[src/rtl/repair_unlock_pkg.sv]
package repair_unlock_pkg;

    typedef enum logic [3:0] {
        OP_NOP = 4'd0,
        OP_MRS = 4'd1,
        OP_ACT = 4'd2,
        OP_WR  = 4'd3,
        OP_WRA = 4'd4,
        OP_RD  = 4'd5,
        OP_PRE = 4'd6,
        OP_REF = 4'd7,
        OP_ZQ  = 4'd8
    } cmd_op_e;

    typedef enum logic [2:0] {
        ST_IDLE,
        ST_ENABLED,
        ST_KEY1,
        ST_KEY2,
        ST_KEY3,
        ST_ARMED,
        ST_ROW_OPEN,
        ST_SPENT
    } seq_state_e;

    localparam int KEY_COUNT = 4;
    localparam int KEY_W     = 5;

    // Order is behaviour: key n must match entry n.
    localparam logic [KEY_W-1:0] GUARD_PATTERN [KEY_COUNT] = '{
        5'b11001, 5'b01111, 5'b10111, 5'b00111
    };

endpackage

[src/rtl/repair_cmd_decode.sv]
module repair_cmd_decode
    import repair_unlock_pkg::*;
#(
    parameter int BG_W = 2,
    parameter int BA_W = 2
) (
    input  logic            cmd_vld,
    input  logic [3:0]      cmd_op,
    input  logic [BG_W-1:0] cmd_bg,
    input  logic [BA_W-1:0] cmd_ba,
    output logic            is_mr0,
    output logic            is_mr4,
    output logic            is_act,
    output logic            is_write
);
    localparam logic [BG_W-1:0] MR4_BG = BG_W'(1);

    logic is_mrs;

    always_comb begin
        is_mrs   = cmd_vld && (cmd_op == OP_MRS);
        is_mr0   = is_mrs && (cmd_bg == '0) && (cmd_ba == '0);
        is_mr4   = is_mrs && (cmd_bg == MR4_BG) && (cmd_ba == '0);
        is_act   = cmd_vld && (cmd_op == OP_ACT);
        is_write = cmd_vld && ((cmd_op == OP_WR) || (cmd_op == OP_WRA));
    end

endmodule

[src/rtl/repair_key_cmp.sv]
module repair_key_cmp
    import repair_unlock_pkg::*;
#(
    parameter int LOW_W = 7
) (
    input  logic                 is_mr0,
    input  logic [KEY_W-1:0]     key_field,
    input  logic [LOW_W-1:0]     low_field,
    input  logic                 low_dc,
    output logic [KEY_COUNT-1:0] key_hit
);
    logic low_ok;

    assign low_ok = low_dc || (low_field == {LOW_W{1'b1}});

    for (genvar k = 0; k < KEY_COUNT; k++) begin : g_key
        assign key_hit[k] = is_mr0 && low_ok && (key_field == GUARD_PATTERN[k]);
    end

endmodule

[src/rtl/repair_row_latch.sv]
module repair_row_latch #(
    parameter int BG_W  = 2,
    parameter int BA_W  = 2,
    parameter int ROW_W = 18
) (
    input  logic             clk,
    input  logic             rst_n,
    input  logic             capture,
    input  logic [BG_W-1:0]  cmd_bg,
    input  logic [BA_W-1:0]  cmd_ba,
    input  logic [ROW_W-1:0] cmd_row,
    output logic [BG_W-1:0]  held_bg,
    output logic [BA_W-1:0]  held_ba,
    output logic [ROW_W-1:0] held_row,
    output logic             bank_match
);
    always_ff @(posedge clk) begin
        if (!rst_n) begin
            held_bg  <= '0;
            held_ba  <= '0;
            held_row <= '0;
        end else if (capture) begin
            held_bg  <= cmd_bg;
            held_ba  <= cmd_ba;
            held_row <= cmd_row;
        end
    end

    assign bank_match = (cmd_bg == held_bg) && (cmd_ba == held_ba);


    capture_load_chk: assert property (@(posedge clk) disable iff (!rst_n)
        capture |=> (held_row == $past(cmd_row)) && (held_bg == $past(cmd_bg)));

endmodule

[src/rtl/repair_seq_fsm.sv]
module repair_seq_fsm
    import repair_unlock_pkg::*;
(
    input  logic                 clk,
    input  logic                 rst_n,
    input  logic                 cmd_vld,
    input  logic                 is_mr4,
    input  logic                 mr4_bit,
    input  logic                 is_act,
    input  logic                 is_write,
    input  logic [KEY_COUNT-1:0] key_hit,
    input  logic                 bank_match,
    output logic                 capture,
    output logic                 armed,
    output logic                 fire_q,
    output logic                 drop_q
);
    seq_state_e st, st_nxt;
    logic       fire_nxt, drop_nxt, partial;

    assign partial = (st == ST_KEY1) || (st == ST_KEY2) || (st == ST_KEY3);

    always_comb begin
        st_nxt   = st;
        fire_nxt = 1'b0;
        drop_nxt = 1'b0;
        capture  = 1'b0;
        if (cmd_vld) begin
            if (is_mr4 && !mr4_bit) begin
                st_nxt   = ST_IDLE;
                drop_nxt = partial;
            end else begin
                unique case (st)
                    ST_IDLE:    if (is_mr4) st_nxt = ST_ENABLED;
                    ST_ENABLED: if (key_hit[0]) st_nxt = ST_KEY1;
                    ST_KEY1: begin
                        if (key_hit[1]) st_nxt = ST_KEY2;
                        else begin st_nxt = ST_ENABLED; drop_nxt = 1'b1; end
                    end
                    ST_KEY2: begin
                        if (key_hit[2]) st_nxt = ST_KEY3;
                        else begin st_nxt = ST_ENABLED; drop_nxt = 1'b1; end
                    end
                    ST_KEY3: begin
                        if (key_hit[3]) st_nxt = ST_ARMED;
                        else begin st_nxt = ST_ENABLED; drop_nxt = 1'b1; end
                    end
                    ST_ARMED: begin
                        if (is_act) begin st_nxt = ST_ROW_OPEN; capture = 1'b1; end
                    end
                    ST_ROW_OPEN: begin
                        if (is_act) capture = 1'b1;
                        else if (is_write && bank_match) begin
                            st_nxt   = ST_SPENT;
                            fire_nxt = 1'b1;
                        end
                    end
                    ST_SPENT: st_nxt = ST_SPENT;
                    default:  st_nxt = ST_IDLE;
                endcase
            end
        end
    end

    always_ff @(posedge clk) begin
        if (!rst_n) st <= ST_IDLE;
        else        st <= st_nxt;
    end

    always_ff @(posedge clk) begin
        if (!rst_n) begin
            fire_q <= 1'b0;
            drop_q <= 1'b0;
        end else begin
            fire_q <= fire_nxt;
            drop_q <= drop_nxt;
        end
    end

    assign armed = (st == ST_ARMED) || (st == ST_ROW_OPEN);


    arm_entry_chk: assert property (@(posedge clk) disable iff (!rst_n)
        $rose(armed) |-> $past(cmd_vld && key_hit[3]));


    fire_origin_chk: assert property (@(posedge clk) disable iff (!rst_n)
        fire_q |-> ($past(st) == ST_ROW_OPEN) && !armed);


    drop_origin_chk: assert property (@(posedge clk) disable iff (!rst_n)
        drop_q |-> (($past(st) == ST_KEY1) || ($past(st) == ST_KEY2)
                    || ($past(st) == ST_KEY3)) && !armed);


    disable_idle_chk: assert property (@(posedge clk) disable iff (!rst_n)
        (cmd_vld && is_mr4 && !mr4_bit) |=> (st == ST_IDLE) && !armed);


    idle_hold_chk: assert property (@(posedge clk) disable iff (!rst_n)
        !cmd_vld |=> $stable(st) && !fire_q && !drop_q);

endmodule

[src/rtl/repair_unlock_mon.sv]
module repair_unlock_mon
    import repair_unlock_pkg::*;
#(
    parameter int BG_W    = 2,
    parameter int BA_W    = 2,
    parameter int ROW_W   = 18,
    parameter int KEY_LSB = 7,
    parameter int EN_BIT  = 13
) (
    input  logic             clk,
    input  logic             rst_n,
    input  logic             cmd_vld,
    input  logic [3:0]       cmd_op,
    input  logic [BG_W-1:0]  cmd_bg,
    input  logic [BA_W-1:0]  cmd_ba,
    input  logic [ROW_W-1:0] cmd_addr,
    input  logic             cfg_low_dc,
    output logic             armed,
    output logic             repair_fire,
    output logic [BG_W-1:0]  fire_bg,
    output logic [BA_W-1:0]  fire_ba,
    output logic [ROW_W-1:0] fire_row,
    output logic             seq_drop
);
    localparam int LOW_W   = KEY_LSB;
    localparam int KEY_MSB = KEY_LSB + KEY_W - 1;

    logic                 is_mr0, is_mr4, is_act, is_write;
    logic [KEY_COUNT-1:0] key_hit;
    logic                 capture, bank_match;

    repair_cmd_decode #(.BG_W(BG_W), .BA_W(BA_W)) u_dec (
        .cmd_vld  (cmd_vld),
        .cmd_op   (cmd_op),
        .cmd_bg   (cmd_bg),
        .cmd_ba   (cmd_ba),
        .is_mr0   (is_mr0),
        .is_mr4   (is_mr4),
        .is_act   (is_act),
        .is_write (is_write)
    );

    repair_key_cmp #(.LOW_W(LOW_W)) u_keys (
        .is_mr0    (is_mr0),
        .key_field (cmd_addr[KEY_MSB:KEY_LSB]),
        .low_field (cmd_addr[LOW_W-1:0]),
        .low_dc    (cfg_low_dc),
        .key_hit   (key_hit)
    );

    repair_row_latch #(.BG_W(BG_W), .BA_W(BA_W), .ROW_W(ROW_W)) u_row (
        .clk        (clk),
        .rst_n      (rst_n),
        .capture    (capture),
        .cmd_bg     (cmd_bg),
        .cmd_ba     (cmd_ba),
        .cmd_row    (cmd_addr),
        .held_bg    (fire_bg),
        .held_ba    (fire_ba),
        .held_row   (fire_row),
        .bank_match (bank_match)
    );

    repair_seq_fsm u_fsm (
        .clk        (clk),
        .rst_n      (rst_n),
        .cmd_vld    (cmd_vld),
        .is_mr4     (is_mr4),
        .mr4_bit    (cmd_addr[EN_BIT]),
        .is_act     (is_act),
        .is_write   (is_write),
        .key_hit    (key_hit),
        .bank_match (bank_match),
        .capture    (capture),
        .armed      (armed),
        .fire_q     (repair_fire),
        .drop_q     (seq_drop)
    );

endmodule

[config.mk]
export PLATFORM = sky130hd
export DESIGN_NAME = repair_unlock_mon
export DESIGN_NICKNAME = d
export VERILOG_FILES = /design/src/rtl/repair_unlock_pkg.sv /design/src/rtl/repair_cmd_decode.sv /design/src/rtl/repair_key_cmp.sv /design/src/rtl/repair_row_latch.sv /design/src/rtl/repair_seq_fsm.sv /design/src/rtl/repair_unlock_mon.sv
export SDC_FILE = /design/constraint.sdc
export NUM_CORES = 1
export LEC_CHECK = 0
export ABC_AREA = 1
export BUFFER_PORTS_ARGS = -buffer_cell sky130_fd_sc_hd__buf_2
export CORE_MARGIN = 2
export CORE_UTILIZATION = 44
export CTS_CLUSTER_DIAMETER = 120
export DETAILED_ROUTE_END_ITERATION = 7
export PLACE_DENSITY = 0.75
export SLEW_MARGIN = 10
export SYNTH_ARGS = -nofsm -noshare
export SYNTH_HDL_FRONTEND = slang
export SYNTH_SLANG_ARGS = --single-unit
[constraint.sdc]
create_clock -name clk -period 1.3 [get_ports clk]
set_clock_uncertainty 0.15 [all_clocks]
set_input_delay 0.065 -clock clk [delete_from_list [all_inputs] [get_ports clk]]
set_output_delay 0.065 -clock clk [all_outputs]
set_load 0.01 [all_outputs]
==> results of run 1 <==
[cells in the mapped netlist, drive strengths merged]
cell,instances,area share [%]
nor3,3,1.3
xnor2,3,1.8
buf,6,3.4
nand3,11,5.5
nor2,58,17
clkinv,1,0.33
inv,23,5.8
xor2,1,0.58
a21oi,11,5.7
o21ai,26,8.9
clkbuf,1,0.25
dfxtp,27,36
nand2,37,10
nand4,6,2.5
o31ai,1,0.50
[path summary, 6_finish.rpt]
kind / to / cells past startpoint / startpoint / slack, ns
setup / recovery: armed / 4 / u_fsm.st[0] / -0.17
hold / removal: u_fsm.drop_q / 5 / cmd_addr[11] / -0.02
setup reg to reg: u_fsm.st[1] / 9 / u_row.held_bg[0] / -0.17
hold reg to reg: u_row.held_row[0] / 2 / u_row.held_row[0] / 0.35
[flip-flops by register name, summed over array words and instances (netlist names)]
name and count:
u_fsm.st 3, u_fsm.fire_q 1, u_row.held_row 18, u_row.held_bg 2, u_fsm.drop_q 1, u_row.held_ba 2
[area by class of cell]
| class | count | area [um^2] | area share [%] |
|---|---|---|---|
| inverters | 24 | 108 | 4.00 |
| repair buffers | 106 | 767 | 28.5 |
| clock inverters | 1 | 8.76 | 0.326 |
| clock buffers | 3 | 22.5 | 0.838 |
| flip-flops and latches | 27 | 557 | 20.7 |
| repair inverters | 3 | 66.3 | 2.47 |
| well taps | 46 | 57.6 | 2.14 |
| multi-input cells | 157 | 1100 | 41.0 |
[through the flow]
stage / setup TNS, ns / utilization [%] / power (mW)
6_report: -3.07 / 81.2 / 2.76
5_1_grt: -3.94 / 81.2 / 2.90
4_1_cts: -1.23 / 75.9 / 2.55
3_5_place_dp: -2.15 / 59.9 / 1.81
3_3_place_gp: -1.58 / 59.9 / 1.81
2_1_floorplan: -0.730 / - / 1.48
[per-layer routing]
metal  vias up  routed length [um]  global-route usage (%)
li1        903                   -                       -
met1       899                2170                    31.2
met2        85                2800                    48.8
met3        23                 325                    3.78
met4         0                 165                    12.2
met5         -                   0                       0
[power breakdown]
group / total (mW) / internal, mW / switching (mW)
combinational: 1.36 / 0.637 / 0.723
clock: 0.421 / 0.126 / 0.295
sequential: 0.975 / 0.908 / 0.0672
[cells in the final DEF, fill, tap and decap left out, drive strengths merged]
master | Yosys | routed
buf | 6 | 83
nor2 | 58 | 58
nand2 | 37 | 37
dfxtp | 27 | 27
inv | 23 | 26
o21ai | 26 | 26
dlygate4sd3 | 0 | 23
a21oi | 11 | 11
nand3 | 11 | 11
nand4 | 6 | 6
xnor2 | 3 | 3
clkbuf | 1 | 3
nor3 | 3 | 3
clkinv | 1 | 2
xor2 | 1 | 1
o31ai | 1 | 1
[worst max-delay path: stages (launching register included)]
cell and delay, ns:
dfxtp_4 0.39, buf_6 0.12, o21ai_4 0.19, buf_6 0.12, buf_6 0.09
[timing repair]
| action | CTS | global route |
|---|---|---|
| endpoints found under the setup margin | 27 | 28 |
| buffers inserted | 5 | 0 |
| endpoints found under the hold margin | 26 | 0 |
| pin swaps | 15 | 19 |
| gates cloned | 3 | 0 |
| resized for setup | 51 | 50 |
| hold buffers | 23 | 0 |
[kinds of logic (layout without fill, tap and decap cells)]
logic type,Yosys count,count (layout),share of synthesized area (%)
simple gates,115,115,36.8
xor+xnor,4,4,2.34
buf+inv,31,137,9.76
compound gates,38,38,15.1
flops,27,27,36.0
==> results_dict.tcl, run 1 <==
set metrics [dict create \
    synth_area_per_cell_um2 6.98 \
    crit_required_ns 1.09 \
    hold_viol 2 \
    antenna_found_initial 0 \
    nNetsFinal 352 \
    violations "negative hold slack, negative setup slack" \
    cts_tree "built" \
    post-route-period-util_pct 113 \
    diodes 0 \
    grt_pass1_vias 1941 \
    grt_first_pass_wirelength_um 8480 \
    ys_types 28 \
    finalSetupViolCount 27 \
    netlist_instances 215 \
    io_pins 55 \
    worstSetupStartpointType "register" \
    stdcell_count 367 \
    htreeDepth 1 \
    setup_slack_ns -0.172 \
    grt-ovfl-total 0 \
    io_buffers 54 \
    n_fill_cell 215 \
    rsz0062_at_grt "yes" \
    core-area_mm2 0.00331 \
    drtAntennaViolNets 0 \
    clkTransAtPathRegs_ns 0.17 \
    clk_path_buf_depth 2 \
    dpl_cell_area_mm2 0.00198 \
    cap_violations 0 \
    pre_cts_ws_ns -0.200 \
    ir_drop_uv 636 \
    status "finished with violations" \
    dpl.hpwl_um 2830 \
    grt_start_max_net_pins 18 \
    period_needed_ns 1.47 \
    place_inst 333 \
    setup.worst_path.class "register to output pin" \
    relSlewSlack_pct 79.0 \
    syn_nets 245 \
    ys_ff_latch 27 \
    synthToLayoutAreaGrowth_pct 79.1 \
    synthesis.area_mm2 0.00150 \
    ctsRootBufferMaster "clkbuf_4" \
    via_count 1910 \
    tightestPinTransition_ns 0.315 \
    drv_slew 0 \
    critPathMaxFanout 3 \
    yosysWarnings 0 \
    routabilityCongestion 0.844 \
    p_per_area_mw_per_mm2 1030 \
    timing.critical_path.to_type "output pin" \
    clkSinkCount 27 \
    wl_per_cell_um 14.9 \
    insertion_delay_ns 0.35 \
    die-area_mm2 0.00389 \
    drt-total-wl_um 5470 \
    cts_buffers 3 \
    num_rows 21 \
    dr.first_iter.drc_count 180 \
    initial_utilization_pct 45.3 \
    drc_errors 0 \
    die_width_um 62.4 \
    hold_ws_ns -0.0208 \
    stdcell_area_mm2 0.00269 \
    timing.fmax_ghz 0.679 \
    gr-usage-all-layers_pct 26.8 \
    avgViaCountPerCell 5.20 \
    leakage_nw 1.27 \
    layout-drive-gt1-share_pct 57.3 \
    critPathArrivalTime_ns 1.26 \
    hp-class "primary input to register" \
    die_h_um 62.4 \
    drt-pass1-iter-count 5 \
    synth-seq-area-share_pct 36.0 \
]
No activity file was read; power rests on OpenSTA's default activity.
==> inputs of run 2 (changes only) <==
GPL_TIMING_DRIVEN = 0   (was unset)
==> run 2 against run 1 <==
Compared with the run above: the flow finishes with violations (negative setup slack); via count decreased by 9.3%; flip-flop and latch count is the same; critical path depth increased by 3; first-iteration DRC count fell by 72%; clock-buffer cell count unchanged; sequential share of layout area up 2.1 points; routed wire length decreased by 21%; sequential power grew 2%; register-to-register slack better by 0.05 ns; largest cell class unchanged; largest power group is now sequential cells.
==> results_dict.tcl, run 2 (same netlist as run 1, synthesis figures left out) <==
set metrics [dict create \
    tightestPinTransition_ns 0.298 \
    drt-total-wl_um 4300 \
    worst-r2r-setup-slack_ns -0.13 \
    leakage_nw 1.15 \
    core-area_mm2 0.00331 \
    setup_slack_ns -0.126 \
    routabilityCongestion 0.865 \
    num_rows 21 \
    hold-path-cell-count 6 \
    cp_cell_sequence "buf_6 -> o21ai_4 -> nand2_4 -> inv_8 -> buf_8 -> o21ai_1 -> a21oi_2" \
    ctsRootBufferMaster "clkbuf_4" \
    avgViaCountPerCell 4.90 \
    setup.worst_path.class "register to register" \
    drc_errors 0 \
    clkSinkCount 27 \
    grt-ovfl-total 0 \
    die_width_um 62.4 \
    finalSetupViolCount 26 \
    insertion_delay_ns 0.34 \
    reg_top3 "u_row.held_row: 18 flops, u_fsm.st: 3 flops" \
    max_stage_delay_ns 0.39 \
    htreeDepth 1 \
    r2r_start "u_fsm.st[0]" \
    cts_tree "built" \
    crit_required_ns 1.42 \
    cts_buffers 3 \
    reg2regPathDepth 7 \
    violations "negative setup slack" \
    drt-pass1-iter-count 6 \
    wl_per_cell_um 12.1 \
    clkTransAtPathRegs_ns 0.15 \
    synthToLayoutAreaGrowth_pct 62.2 \
    io_buffers 54 \
    cap_violations 0 \
    largest_reg_flops 18 \
    grt_pass1_vias 1642 \
    n_fill_cell 263 \
    cp_slowest_cell "dfxtp_4" \
    hp-class "primary input to register" \
    p_per_area_mw_per_mm2 975 \
    grt_start_max_net_pins 18 \
    drv_slew 0 \
    power_mw 2.37 \
    critPathMaxFanout 5 \
    die-area_mm2 0.00389 \
    timing.fmax_ghz 0.701 \
    initial_utilization_pct 45.3 \
    dpl.hpwl_um 2750 \
    largest-register "u_row.held_row" \
    clk_path_buf_depth 2 \
    post-route-period-util_pct 110 \
    r2r-end "u_row.held_ba[1]" \
    hold_ws_ns 0.0466 \
    rsz0062_at_grt "yes" \
    dr.first_iter.drc_count 50 \
    pre_cts_ws_ns -0.165 \
    gr-usage-all-layers_pct 21.8 \
    fin_util_pct 73.5 \
    layout-drive-gt1-share_pct 50.3 \
    drtAntennaViolNets 0 \
    critPathArrivalTime_ns 1.55 \
    min_to "u_fsm.fire_q" \
    timing.critical_path.to_type "register" \
    antenna_found_initial 0 \
    ir_drop_uv 687 \
    period_needed_ns 1.43 \
    relSlewSlack_pct 80.1 \
    worstSetupStartpointType "register" \
    grt_first_pass_wirelength_um 6880 \
    io_pins 55 \
    diodes 0 \
    via_count 1733 \
    min_from "cmd_ba[1]" \
    final_common_cell "buf_2" \
    hold_viol 0 \
    status "finished with violations" \
    die_h_um 62.4 \
    nNetsFinal 339 \
    final_cell_mix "buf_2, nor2_1, nand2_1" \
]
run 2: cell types whose count changed in the layout (fill, tap and decap cells not counted), moves of 3 or more:
cell,change
buf_4,-14
nand2_1,+4
nand2_2,-3
nor2_1,+6
nor2_2,+6
nor2_4,-12
run 2: layout make-up:
| cell class | count | area [um^2] | area share [%] |
|---|---|---|---|
| plain buffers | 6 | 73.8 | 3.03 |
| clock buffers | 3 | 22.5 | 0.925 |
| clock inverters | 1 | 8.76 | 0.360 |
| inverters | 24 | 103 | 4.22 |
| multi-input cells | 157 | 980 | 40.3 |
| flip-flops and latches | 27 | 556 | 22.8 |
| well taps | 46 | 57.6 | 2.37 |
| repair buffers | 90 | 633 | 26.0 |
run 2: per-stage QoR:
stage                     area, um^2  setup TNS (ns)  instances
after floorplan                 1540          -0.730        215
after global placement          1870           -3.12        315
after detailed placement        1870           -3.37        315
after CTS                       2260           -1.69        350
after global routing            2430           -3.71        354
final                           2430           -1.91        354
run 2: power by group:
group | leakage [nW] | total [mW] | switching (mW) | internal [mW]
logic | 0.915 | 0.975 | 0.540 | 0.434
registers | 0.222 | 0.994 | 0.0852 | 0.909
clock network | 0.0183 | 0.403 | 0.277 | 0.126
run 2: per-layer routing:
layer	GRT usage, %	wire length [um]	vias up
li1	-	-	882
met1	26.4	1880	795
met2	37.4	2160	50
met3	3.96	203	6
met4	10.3	50	0
met5	0	0	-
run 2: critical path, delay by kind of cell, from the launching register on:
| family | cells | cell delay [ns] |
|---|---|---|
| AOI/OAI and AO/OA | 3 | 0.36 |
| buffers and inverters | 3 | 0.35 |
| DFF | 1 | 0.39 |
| and+or+nand+nor | 1 | 0.12 |
run 2: worst max path at each step:
| stage | from | to | slack (ns) | cells after the start |
|---|---|---|---|---|
| 4_1_cts | u_fsm.st[0] | armed | -0.11 | 5 |
| 6_report | u_fsm.st[0] | u_row.held_ba[1] | -0.13 | 7 |
| 5_1_grt | u_row.held_bg[1] | u_fsm.st[0] | -0.22 | 9 |
| 3_5_place_dp | u_fsm.st[0] | u_row.held_row[4] | -0.16 | 8 |
| 3_3_place_gp | u_fsm.st[2] | u_fsm.st[2] | -0.16 | 9 |
| 2_1_floorplan | u_fsm.st[2] | u_row.held_bg[1] | -0.04 | 8 |
run 2: timing repair:
item / CTS / global route
endpoints found under the setup margin: 26 / 27
setup buffers: 5 / 4
endpoints found under the hold margin: 24 / 0
hold buffers: 24 / 0
pin swaps: 6 / 28
gates resized for setup: 29 / 39
cloned: 2 / 1
